### config.mk
export PLATFORM = sky130hd
export DESIGN_NAME = evt_irq_ctrl
export DESIGN_NICKNAME = d
export VERILOG_FILES = /design/src/rtl/evt_irq_pkg.sv /design/src/rtl/evt_cond_track.sv /design/src/rtl/evt_status_bank.sv /design/src/rtl/evt_pin_drive.sv /design/src/rtl/evt_irq_ctrl.sv
export SDC_FILE = /design/constraint.sdc
export NUM_CORES = 1
export LEC_CHECK = 0
export CAP_MARGIN = 15
export CORE_AREA = 8 8 71 73
export DETAILED_ROUTE_END_ITERATION = 7
export DIE_AREA = 0 0 79 81
export PLACE_DENSITY_LB_ADDON = 0.1
export SLEW_MARGIN = 40
export SYNTH_ARGS = -nofsm -noshare
export SYNTH_HDL_FRONTEND = slang
export SYNTH_SLANG_ARGS = --single-unit
### constraint.sdc
create_clock -name clk -period 1.9 [get_ports clk]
set_input_delay 0.38 -clock clk [delete_from_list [all_inputs] [get_ports clk]]
set_output_delay 0.38 -clock clk [all_outputs]
set_load 0.05 [all_outputs]
### src/rtl/evt_irq_pkg.sv
package evt_irq_pkg;

   typedef enum logic [1:0] {
      TRIG_RISE  = 2'b00,
      TRIG_FALL  = 2'b01,
      TRIG_LEVEL = 2'b10,
      TRIG_RSVD  = 2'b11
   } trig_e;

   typedef enum logic [1:0] {
      PIN_HIGH  = 2'b00,
      PIN_LOW   = 2'b01,
      PIN_DRAIN = 2'b10,
      PIN_RSVD  = 2'b11
   } pin_e;

   localparam int unsigned A_STATUS  = 0;
   localparam int unsigned A_MASK    = 1;
   localparam int unsigned A_MODE_HI = 2;
   localparam int unsigned A_MODE_LO = 3;
   localparam int unsigned A_POL     = 4;
   localparam int unsigned A_COUNT   = 5;

endpackage

### src/rtl/evt_cond_track.sv
module evt_cond_track #(
   parameter int unsigned NSRC = 8
) (
   input  logic            clk,
   input  logic            rst_n,
   input  logic [NSRC-1:0] cond_i,
   output logic [NSRC-1:0] cond_q_o,
   output logic [NSRC-1:0] rise_o,
   output logic [NSRC-1:0] fall_o
);
   logic [NSRC-1:0] cur_q;
   logic [NSRC-1:0] prev_q;

   always_ff @(posedge clk or negedge rst_n) begin
      if (!rst_n) begin
         cur_q  <= '0;
         prev_q <= '0;
      end else begin
         cur_q  <= cond_i;
         prev_q <= cur_q;
      end
   end

   assign cond_q_o = cur_q;
   assign rise_o   = cur_q & ~prev_q;
   assign fall_o   = ~cur_q & prev_q;
endmodule

### src/rtl/evt_status_bank.sv
module evt_status_bank
   import evt_irq_pkg::*;
#(
   parameter int unsigned     NSRC     = 8,
   parameter logic [NSRC-1:0] RSVD_POS = '0
) (
   input  logic            clk,
   input  logic            rst_n,
   input  logic [NSRC-1:0] mode_hi_i,
   input  logic [NSRC-1:0] mode_lo_i,
   input  logic [NSRC-1:0] cond_q_i,
   input  logic [NSRC-1:0] rise_i,
   input  logic [NSRC-1:0] fall_i,
   input  logic [NSRC-1:0] clr_i,
   output logic [NSRC-1:0] sts_o
);
   for (genvar i = 0; i < NSRC; i++) begin : g_src
      if (RSVD_POS[i]) begin : g_rsvd
         assign sts_o[i] = 1'b0;
      end else begin : g_live
         trig_e code;
         logic  sts_q;
         assign code = trig_e'({mode_hi_i[i], mode_lo_i[i]});

         always_ff @(posedge clk or negedge rst_n) begin
            if (!rst_n) begin
               sts_q <= 1'b0;
            end else begin
               case (code)
                  TRIG_RISE: sts_q <= rise_i[i] | (sts_q & ~clr_i[i]);
                  TRIG_FALL: sts_q <= fall_i[i] | (sts_q & ~clr_i[i]);
                  default:   sts_q <= cond_q_i[i];
               endcase
            end
         end
         assign sts_o[i] = sts_q;
      end
   end
endmodule

### src/rtl/evt_pin_drive.sv
module evt_pin_drive
   import evt_irq_pkg::*;
(
   input  logic [1:0] pol_i,
   input  logic       active_i,
   output logic       irq_o,
   output logic       irq_oe_o
);
   always_comb begin
      case (pin_e'(pol_i))
         PIN_LOW: begin
            irq_o    = ~active_i;
            irq_oe_o = 1'b1;
         end
         PIN_DRAIN: begin
            irq_o    = 1'b0;
            irq_oe_o = active_i;
         end
         default: begin
            irq_o    = active_i;
            irq_oe_o = 1'b1;
         end
      endcase
   end
endmodule

### src/rtl/evt_irq_ctrl.sv
module evt_irq_ctrl
   import evt_irq_pkg::*;
#(
   parameter int unsigned     NSRC     = 8,
   parameter int unsigned     DATA_W   = 8,
   parameter int unsigned     ADDR_W   = 3,
   parameter logic [NSRC-1:0] RSVD_POS = 8'b0100_0100
) (
   input  logic              clk,
   input  logic              rst_n,
   input  logic [NSRC-1:0]   cond_i,
   input  logic [ADDR_W-1:0] reg_addr,
   input  logic              reg_we,
   input  logic [DATA_W-1:0] reg_wdata,
   output logic [DATA_W-1:0] reg_rdata,
   output logic              irq_o,
   output logic              irq_oe_o
);
   localparam int unsigned POL_W = 2;

   if (NSRC != DATA_W) begin : g_chk_width
      $error("evt_irq_ctrl: NSRC must equal DATA_W");
   end
   if (DATA_W <= POL_W) begin : g_chk_data
      $error("evt_irq_ctrl: DATA_W too small for polarity field");
   end
   if ((1 << ADDR_W) < A_COUNT) begin : g_chk_addr
      $error("evt_irq_ctrl: ADDR_W too small for register map");
   end

   logic [NSRC-1:0]  mask_q;
   logic [NSRC-1:0]  mode_hi_q;
   logic [NSRC-1:0]  mode_lo_q;
   logic [POL_W-1:0] pol_q;
   logic [NSRC-1:0]  cond_q;
   logic [NSRC-1:0]  rise;
   logic [NSRC-1:0]  fall;
   logic [NSRC-1:0]  clr;
   logic [NSRC-1:0]  sts;
   logic             active;

   logic wr_status, wr_mask, wr_hi, wr_lo, wr_pol;
   assign wr_status = reg_we && (reg_addr == ADDR_W'(A_STATUS));
   assign wr_mask   = reg_we && (reg_addr == ADDR_W'(A_MASK));
   assign wr_hi     = reg_we && (reg_addr == ADDR_W'(A_MODE_HI));
   assign wr_lo     = reg_we && (reg_addr == ADDR_W'(A_MODE_LO));
   assign wr_pol    = reg_we && (reg_addr == ADDR_W'(A_POL));
   assign clr       = wr_status ? reg_wdata : '0;

   always_ff @(posedge clk or negedge rst_n) begin
      if (!rst_n) begin
         mask_q    <= '0;
         mode_hi_q <= '0;
         mode_lo_q <= '0;
         pol_q     <= '0;
      end else begin
         if (wr_mask) mask_q    <= reg_wdata;
         if (wr_hi)   mode_hi_q <= reg_wdata;
         if (wr_lo)   mode_lo_q <= reg_wdata;
         if (wr_pol)  pol_q     <= reg_wdata[POL_W-1:0];
      end
   end

   evt_cond_track #(.NSRC(NSRC)) u_track (
      .clk      (clk),
      .rst_n    (rst_n),
      .cond_i   (cond_i),
      .cond_q_o (cond_q),
      .rise_o   (rise),
      .fall_o   (fall)
   );

   evt_status_bank #(.NSRC(NSRC), .RSVD_POS(RSVD_POS)) u_bank (
      .clk       (clk),
      .rst_n     (rst_n),
      .mode_hi_i (mode_hi_q),
      .mode_lo_i (mode_lo_q),
      .cond_q_i  (cond_q),
      .rise_i    (rise),
      .fall_i    (fall),
      .clr_i     (clr),
      .sts_o     (sts)
   );

   assign active = |(sts & mask_q);

   evt_pin_drive u_pin (
      .pol_i    (pol_q),
      .active_i (active),
      .irq_o    (irq_o),
      .irq_oe_o (irq_oe_o)
   );

   always_comb begin
      case (reg_addr)
         ADDR_W'(A_STATUS):  reg_rdata = sts;
         ADDR_W'(A_MASK):    reg_rdata = mask_q;
         ADDR_W'(A_MODE_HI): reg_rdata = mode_hi_q;
         ADDR_W'(A_MODE_LO): reg_rdata = mode_lo_q;
         ADDR_W'(A_POL):     reg_rdata = {{(DATA_W-POL_W){1'b0}}, pol_q};
         default:            reg_rdata = '0;
      endcase
   end
endmodule

### Word level (Yosys, flattened, before mapping)

Cells that the tools add are included.

| cells by class | value |
|---|---|
| bitwise operators | 30 |
| multiplexer cells | 10 |
| equal/unequal tests | 12 |
| reduce and logical (&&, ||, !) cells | 13 |

Operator list:

| kind | count |
|---|---|
| $pmux 8 s5 | 1 |
| $and 8x8->8 | 3 |
| $not 8->8 | 2 |
| $eq 2x1->1 const B | 7 |
| $pmux 1 s2 | 7 |
| $logic_not 2->1 | 6 |
| $or 1x1->1 | 12 |
| $mux 8 | 1 |
| $reduce_or 8->1 | 1 |
| $not 1->1 | 7 |
| $and 1x1->1 | 6 |
| $eq 3x2->1 const B | 2 |
| $logic_and 1x1->1 | 5 |
| $eq 3x1->1 const B | 1 |
| $eq 3x3->1 const B | 1 |
| $logic_not 3->1 | 1 |
| $eq 2x2->1 const B | 1 |
| $mux 1 | 1 |

| word-level totals | value |
|---|---|
| word-level logic and storage cells | 77 |
| bits in registers | 48 |

### Depth between registers and ports, before layout

Gate-level depths: netlist of run 1.

| depth | value |
|---|---|
| word-level depth | 7 |
| gate-level depth with buffers | 5 |
| mapped depth without buffers | 4 |

### Hierarchy

Synthesis of run 1 repeated with hierarchy kept, for this count alone.

| unflattened totals | value |
|---|---|
| cells, all modules | 189 |
| area total of the unflattened synthesis | 2523.7 µm² |

By module, submodules not included:

| module | cells each | instances | area an instance (µm²) | seq. area each (µm²) |
|---|---|---|---|---|
| evt_irq_ctrl | 104 | 1 | 1516.5 | 650.6 |
| evt_cond_track | 32 | 1 | 540.5 | 400.4 |
| evt_status_bank | 45 | 1 | 409.1 | 150.1 |
| evt_pin_drive | 8 | 1 | 57.6 | 0.0 |

### Worst setup path after synthesis of run 1

Ideal clock, no wire load.

| timing | value |
|---|---|
| path type | input port to output port |
| from | input port reg_addr[1] |
| to | output port reg_rdata[0] |
| cell stages on the path | 5 |
| path slack | -0.181 ns |
| path buffers | 2 |
| arrival time | 1.701 ns |
| path through | buf_4 -> buf_2 -> nor2_1 -> a22oi_1 -> o22ai_1 |

| on the way | value |
|---|---|
| cells in the longest elaborated chain, start to end | 2 |
| elaborated cells between the ends (all ways) | 6 |

Ends and longest elaborated chain:

| element | line | source |
|---|---|---|
| from (decl) | evt_irq_ctrl.sv:12 | `input logic [ADDR_W-1:0] reg_addr,` |
| $eq 3x3->1 (tied with other cells) | evt_irq_ctrl.sv:95 | `case (reg_addr)` |
| $pmux 8 s5 * | evt_irq_ctrl.sv:95 |  |
| to (decl) | evt_irq_ctrl.sv:15 | `output logic [DATA_W-1:0] reg_rdata,` |

Mark *: on every way between the ends. The rest lies on a longest branch, timed or not.

### Worst setup path after layout of run 1

| timing | value |
|---|---|
| from | register u_bank.g_src[1].g_live.sts_q |
| to | output port irq_o |

| on the way | value |
|---|---|
| cells in the longest elaborated chain, start to end | 4 |

Ends and longest elaborated chain:

| element | line | source |
|---|---|---|
| from (decl) | evt_status_bank.sv:22 | `logic sts_q;` |
| from (signal assigned) | evt_status_bank.sv:30 | `TRIG_RISE: sts_q <= rise_i[i] \| (sts_q & ~clr_i[i]);` |
| from (signal assigned) | evt_status_bank.sv:31 | `TRIG_FALL: sts_q <= fall_i[i] \| (sts_q & ~clr_i[i]);` |
| from (signal assigned) | evt_status_bank.sv:32 | `default: sts_q <= cond_q_i[i];` |
| $and 8x8->8 * | evt_irq_ctrl.sv:85 | `assign active = \|(sts & mask_q);` |
| $reduce_or 8->1 * | evt_irq_ctrl.sv:85 |  |
| $not 1->1 | evt_pin_drive.sv:12 | `irq_o = ~active_i;` |
| $pmux 1 s2 * | evt_pin_drive.sv:10 | `case (pin_e'(pol_i))` |
| to (decl) | evt_irq_ctrl.sv:16 | `output logic irq_o,` |

Marked as above.

==> metrics.txt, run 1 <==
Final Setup Violations=1; Seq/Total Area, Yosys=0.510; Post-Syn Nets=181; number of antenna diodes=0; FP Rows=23; max-slew violations=0; DR vias=1,535; Cells after DPL=244; DIE WIDTH=79 um; violated checks=setup timing; Tmin final=1930 ps; clock net sink count=44; Residual DRC=0; Non-Filler Instances=266; Max-cap violations=0; clock slew at reported path FFs=90 ps; fin util=0.754; PD cells=1020 nW/um^2; CP delay by family, top=flip-flops; Synth cell types=26; post-route ant nets=0; IO buf count=29; Seq cells post-synth=44; startpoint types=flip-flop; actual slew at the worst max-slew pin=554 ps; Post-Route WL=4970 um; vias in the first global route=1,585; worst path bufs/invs=1; WHS=146 ps; final hold violations=0; CTS tree=done; Power Total=3.02 mW; Die Area=6400 sq um; RSZ-0062 raised after global routing=yes; H-tree levels=2; status=complete, but fails checks; routability cong.=0.808; Clock Latency Late Sink=290 ps; io pins=32; CP max stage delay=450 ps; critical-path maximum fanout=3; worst path cell trace=a22oi_2 -> nand3_1 -> mux2_4 -> buf_12; hold crit path type=in -> async; Num CTS Buffers=5; clock buffer depth=2; 1st-pass router iterations=4; share of cells above drive strength 1=0.495; Netlist Area Pre-Place=2160 sq um; Syn. warnings=0; Critical Path AT=1550 ps; root buf cell=clkbuf_8; Initial Utilization=0.551; nets=239; VDD IR-drop max=701 uV; CP required=1520 ps; Synth Area per Inst=13.7 sq um; initial antenna violation count=0; pin count of the biggest net entering global routing=45; WL per Instance=18.7 um; final worst path period share=1.01; Die Height=81 um; Area growth, synth to finish=36.7%; critical path class=reg -> out; post-route setup slack=-27.7 ps; CP max stage cell=dfrtp_2; Iter 0 DRT Violations=84; Core Area=3910 sq um; drt via density=5.77; grt total ovfl=0; worst clock skew=9.85 ps; global-route wire length before repair=7940 um; Lkg Pwr=1.33 nW; endpoint type of the worst setup path=primary output; fmax=519 MHz; gr usage total=0.163; slew margin rel.=0.631; hpwl dp=3340 um; Syn Inst Count=157
==> kinds of logic after synthesis <==
family	Yosys count	synth area share
multiplexers	33	0.224
AND/OR/NAND/NOR	32	0.108
adder cells (fa/ha/maj)	2	0.0116
buffers and inverters	15	0.0446
AO/OA/AOI/OAI	31	0.101
flip-flops	44	0.510
==> worst paths after layout <==
| path | start | endpoint | slack (ps) | cells after the start |
|---|---|---|---|---|
| worst max-delay path | u_bank.g_src[1].g_live.sts_q | irq_o | -30 | 4 |
| worst min-delay path | rst_n | mask_q[6] | 150 | 2 |
| worst min register to register | u_track.cond_q_o[3] | u_track.prev_q[3] | 400 | 0 |
| max in group asynchronous | rst_n | u_bank.g_src[1].g_live.sts_q | 1340 | 2 |
| worst max register to register | mode_hi_q[5] | u_bank.g_src[5].g_live.sts_q | 910 | 3 |
| min in group clk | u_track.cond_q_o[3] | u_track.prev_q[3] | 400 | 0 |
==> power by group <==
group / switching (mW) / total (mW) / internal, mW
Clock: 0.309 / 0.699 / 0.390
Sequential: 0.180 / 1.29 / 1.11
Combinational: 0.431 / 1.03 / 0.599
==> layout by cell type, fill, tap and decap left out, types with 2 or more instances in the layout <==
cell type / netlist / layout
mux2_4: 18 / 19
o211ai_1: 6 / 6
nand2_1: 2 / 2
o22ai_2: 0 / 2
clkbuf_8: 0 / 5
buf_4: 1 / 26
buf_6: 3 / 7
inv_2: 0 / 2
dfrtp_1: 44 / 43
nor2b_4: 0 / 4
nor2b_1: 7 / 3
nor2_1: 9 / 6
mux2_2: 11 / 10
buf_12: 0 / 4
nand3b_1: 6 / 6
clkdlybuf4s50_1: 0 / 15
and4bb_1: 2 / 2
nor2_2: 0 / 3
a211o_1: 6 / 6
o21ai_0: 8 / 8
inv_1: 8 / 6
buf_2: 2 / 2
a22oi_2: 0 / 9
mux4_2: 4 / 4
==> layout make-up <==
cell class,instances,area (sq um)
well taps,50,62.6
flip-flops and latches,44,1100
inverters,8,30.0
clock inverters,2,35.0
fillers,251,963
clock buffers,6,72.6
repair buffers,58,576
multi-input cells,98,1070
==> state kept, by name, indices dropped and copies added (netlist names) <==
signal,cells
mask_q,8
mode_hi_q,8
mode_lo_q,8
pol_q,2
u_bank.g_src.g_live.sts_q,6
u_track.cond_q_o,6
u_track.prev_q,6
==> per-stage QoR <==
stage               setup TNS, ps  instance area (sq um)  setup slack (ps)
floorplan                       0                   2190              92.6
global route                -76.1                   2950             -76.1
global placement            -4190                   2610              -356
finish                      -27.7                   2950             -27.7
detailed placement          -4600                   2610              -379
CTS                         -19.3                   2850             -19.3
==> repair_timing <==
item,in CTS,in global routing
gates resized for setup,28,8
pin swaps,4,1
setup buffers,3,10
hold buffers,0,0
cloned,1,0
setup endpoints to repair,9,5
==> per-layer routing <==
layer | GRT usage | share of wire
met1 | 0.206 | 0.44
met3 | 0.0508 | 0.053
met4 | 0.0630 | 0.012
met5 | 0 | 0
met2 | 0.255 | 0.50
==> Yosys cell counts <==
cell      count  area [sq um]
nand3b_1      6          45.0
buf_8         1          15.0
a211o_1       6          52.6
o21ai_0       8          40.0
ha_1          2          25.0
buf_2         2          10.0
and2b_1       1          7.51
o22ai_1       2          12.5
and4bb_1      2          25.0
dfrtp_1      44          1100
buf_4         1          7.51
nand4_1       1          6.26
buf_6         3          33.8
mux2_2       11           124
inv_1         8          30.0
nand3_1       1          5.00
nor2b_1       7          43.8
nand4b_4      1          23.8
nand2_1       2          7.51
nor4b_4       1          23.8
nor2_1        9          33.8
a22oi_1       9          67.6
mux2_4       18           270
mux4_2        4          90.1
o211ai_1      6          45.0
and4bb_2      1          12.5
No activity file was read; power rests on OpenSTA's default activity.
==> run 2, diff against run 1 <==
--- a/config.mk
+++ b/config.mk
@@ -6,9 +6,9 @@
 export NUM_CORES = 1
 export LEC_CHECK = 0
 export CAP_MARGIN = 15
-export CORE_AREA = 8 8 71 73
+export CORE_AREA = 10 10 73 75
 export DETAILED_ROUTE_END_ITERATION = 7
-export DIE_AREA = 0 0 79 81
+export DIE_AREA = 0 0 83 85
 export PLACE_DENSITY_LB_ADDON = 0.1
 export SLEW_MARGIN = 40
 export SYNTH_ARGS = -nofsm -noshare
==> run 2 against run 1 <==
  * The run still ends with setup timing left
  * Sequential power about the same
  * Clock skew down 7.2 ps
  * Critical endpoint unchanged
  * Register-to-register slack worse by 60 ps
  * Non-clock buffer count up 3
  * Highest routed layer unchanged
  * Routed wire length up 5.5%
  * Core utilization up 0.67 points
  * Fmax down 1.2%
  * Hold slack worse by 42 ps
==> metrics.txt, run 2 (same netlist as run 1, synthesis figures left out) <==
Non-Filler Instances=269 (was 266); share of cells above drive strength 1=0.493 (was 0.495); CP required=1520 ps (about the same); filler instances=255 (was 251); clock buffer depth=2 (unchanged); 1st-pass router iterations=4 (unchanged); Die Height=85 um (was 81 um); post-route ant nets=0 (unchanged); Worst R2R Start=mode_hi_q[4] (was mode_hi_q[5]); Top Registers=mask_q x8, mode_hi_q x8, mode_lo_q x8 (unchanged); Clock Latency Late Sink=290 ps (about the same); WL per Instance=19.5 um (was 18.7 um); VDD IR-drop max=936 uV (was 701 uV); pin count of the biggest net entering global routing=29 (was 45); hold crit path type=in -> async (unchanged); root buf cell=clkbuf_8 (unchanged); Tmin final=1950 ps (was 1930 ps); RSZ-0062 raised after global routing=yes (unchanged); violated checks=setup timing (unchanged); DR vias=1,560 (was 1,535); clock net sink count=44 (unchanged); Lkg Pwr=1.35 nW (was 1.33 nW); most common cell after layout, fill and taps aside=dfrtp_1 (unchanged); final hold violations=0 (unchanged); WHS=104 ps (was 146 ps); IO buf count=29 (unchanged); H-tree levels=2 (unchanged); Critical Path AT=1570 ps (was 1550 ps); global-route wire length before repair=8490 um (was 7940 um); Iter 0 DRT Violations=137 (was 84); setup TNS=-50.4 ps (was -27.7 ps); Max-cap violations=0 (unchanged); grt total ovfl=0 (unchanged); Post-Route WL=5240 um (was 4970 um); actual slew at the worst max-slew pin=641 ps (was 554 ps); FF-to-FF End=u_bank.g_src[4].g_live.sts_q (was u_bank.g_src[5].g_live.sts_q); post-route setup slack=-50.4 ps (was -27.7 ps); status=complete, but fails checks (unchanged); critical-path maximum fanout=3 (unchanged); vias in the first global route=1,659 (was 1,585); Num CTS Buffers=5 (unchanged); startpoint types=flip-flop (unchanged); gr usage total=0.147 (was 0.163); io pins=32 (unchanged); clock slew at reported path FFs=80 ps (was 90 ps); DIE WIDTH=83 um (was 79 um); reg-to-reg setup timing slack=850 ps (was 910 ps); leading cell types in the layout, fill and taps excluded=dfrtp_1, buf_4, mux2_4, clkdlybuf4s50_1, mux2_2 (unchanged); Cells after DPL=243 (was 244); Die Area=7060 sq um (was 6400 sq um); critical path class=reg -> out (unchanged); drt via density=5.80 (was 5.77); final worst path period share=1.03 (was 1.01); Core Area=3910 sq um (unchanged); endpoint type of the worst setup path=primary output (unchanged); slew margin rel.=0.573 (was 0.631); Initial Utilization=0.551 (unchanged); FP Rows=23 (unchanged); worst-case reg-to-reg path depth=3 (unchanged); PD cells=1040 nW/um^2 (was 1020 nW/um^2); Area growth, synth to finish=37.9% (was 36.7%); max-slew violations=0 (unchanged); hpwl dp=3500 um (was 3340 um); Residual DRC=0 (unchanged); worst clock skew=2.64 ps (was 9.85 ps); initial antenna violation count=0 (unchanged); fmax=513 MHz (was 519 MHz); Final Setup Violations=1 (unchanged); number of antenna diodes=0 (unchanged); routability cong.=0.832 (was 0.808); nets=242 (was 239); Place WS=-378 ps (was -379 ps); CTS tree=done (unchanged)
-- run 2: cell count changes in the layout (fill, tap and decap cells not counted), sizes merged --
cell | previous run | this run
buf | 40 | 43
clkdlybuf4s15 | 0 | 1
clkinv | 1 | 0
-- run 2: where the power goes --
group | internal (mW) | total [mW] | switching, mW
combinational | 0.601 | 1.05 | 0.448
clock | 0.464 | 0.769 | 0.306
sequential | 1.11 | 1.27 | 0.164
total | 2.18 | 3.09 | 0.918
-- run 2: cell type report --
class / instances / area [sq um] / share of cell area
repair buffers: 61 / 603 / 0.203
well taps: 50 / 62.6 / 0.0210
multi-input cells: 98 / 1050 / 0.354
clock inverters: 1 / 30.0 / 0.0101
flip-flops and latches: 44 / 1100 / 0.370
clock buffers: 7 / 96.3 / 0.0324
inverters: 8 / 30.0 / 0.0101
-- run 2: layer usage --
layer  part of all wire  GRT usage
met1               0.43      0.174
met2               0.52      0.246
met3              0.038     0.0449
met4              0.012     0.0511
met5                  0          0
-- run 2: per-stage QoR --
step           utilization  power [mW]  instance area, sq um
2_1_floorplan            -        1.84                  2190
3_3_place_gp         0.664        2.11                  2600
3_5_place_dp         0.664        2.15                  2600
4_1_cts              0.726        3.00                  2840
5_1_grt              0.761        3.25                  2980
6_report             0.761        3.09                  2980
-- run 2: critical path: stages, from the launching register on --
cell,delay [ps]
dfrtp_1,400
inv_2,60
ha_1,300
nor2b_1,60
mux2_2,290
buf_12,160
-- run 2: how the worst max path moves through the flow --
stage	start	to
after floorplan	reg_addr[1]	reg_rdata[0]
after global placement	reg_addr[0]	reg_rdata[5]
after detailed placement	reg_addr[0]	reg_rdata[1]
after CTS	pol_q[0]	irq_o
after global routing	pol_q[0]	irq_o
final	pol_q[0]	irq_o
-- run 2: what timing repair did --
action	4_1_cts	5_1_grt
endpoints found under the setup margin	9	7
hold buffers	0	0
endpoints found under the hold margin	0	0
cloned	1	0
setup buffers	3	14
pin swaps	5	2
resized for setup	24	7
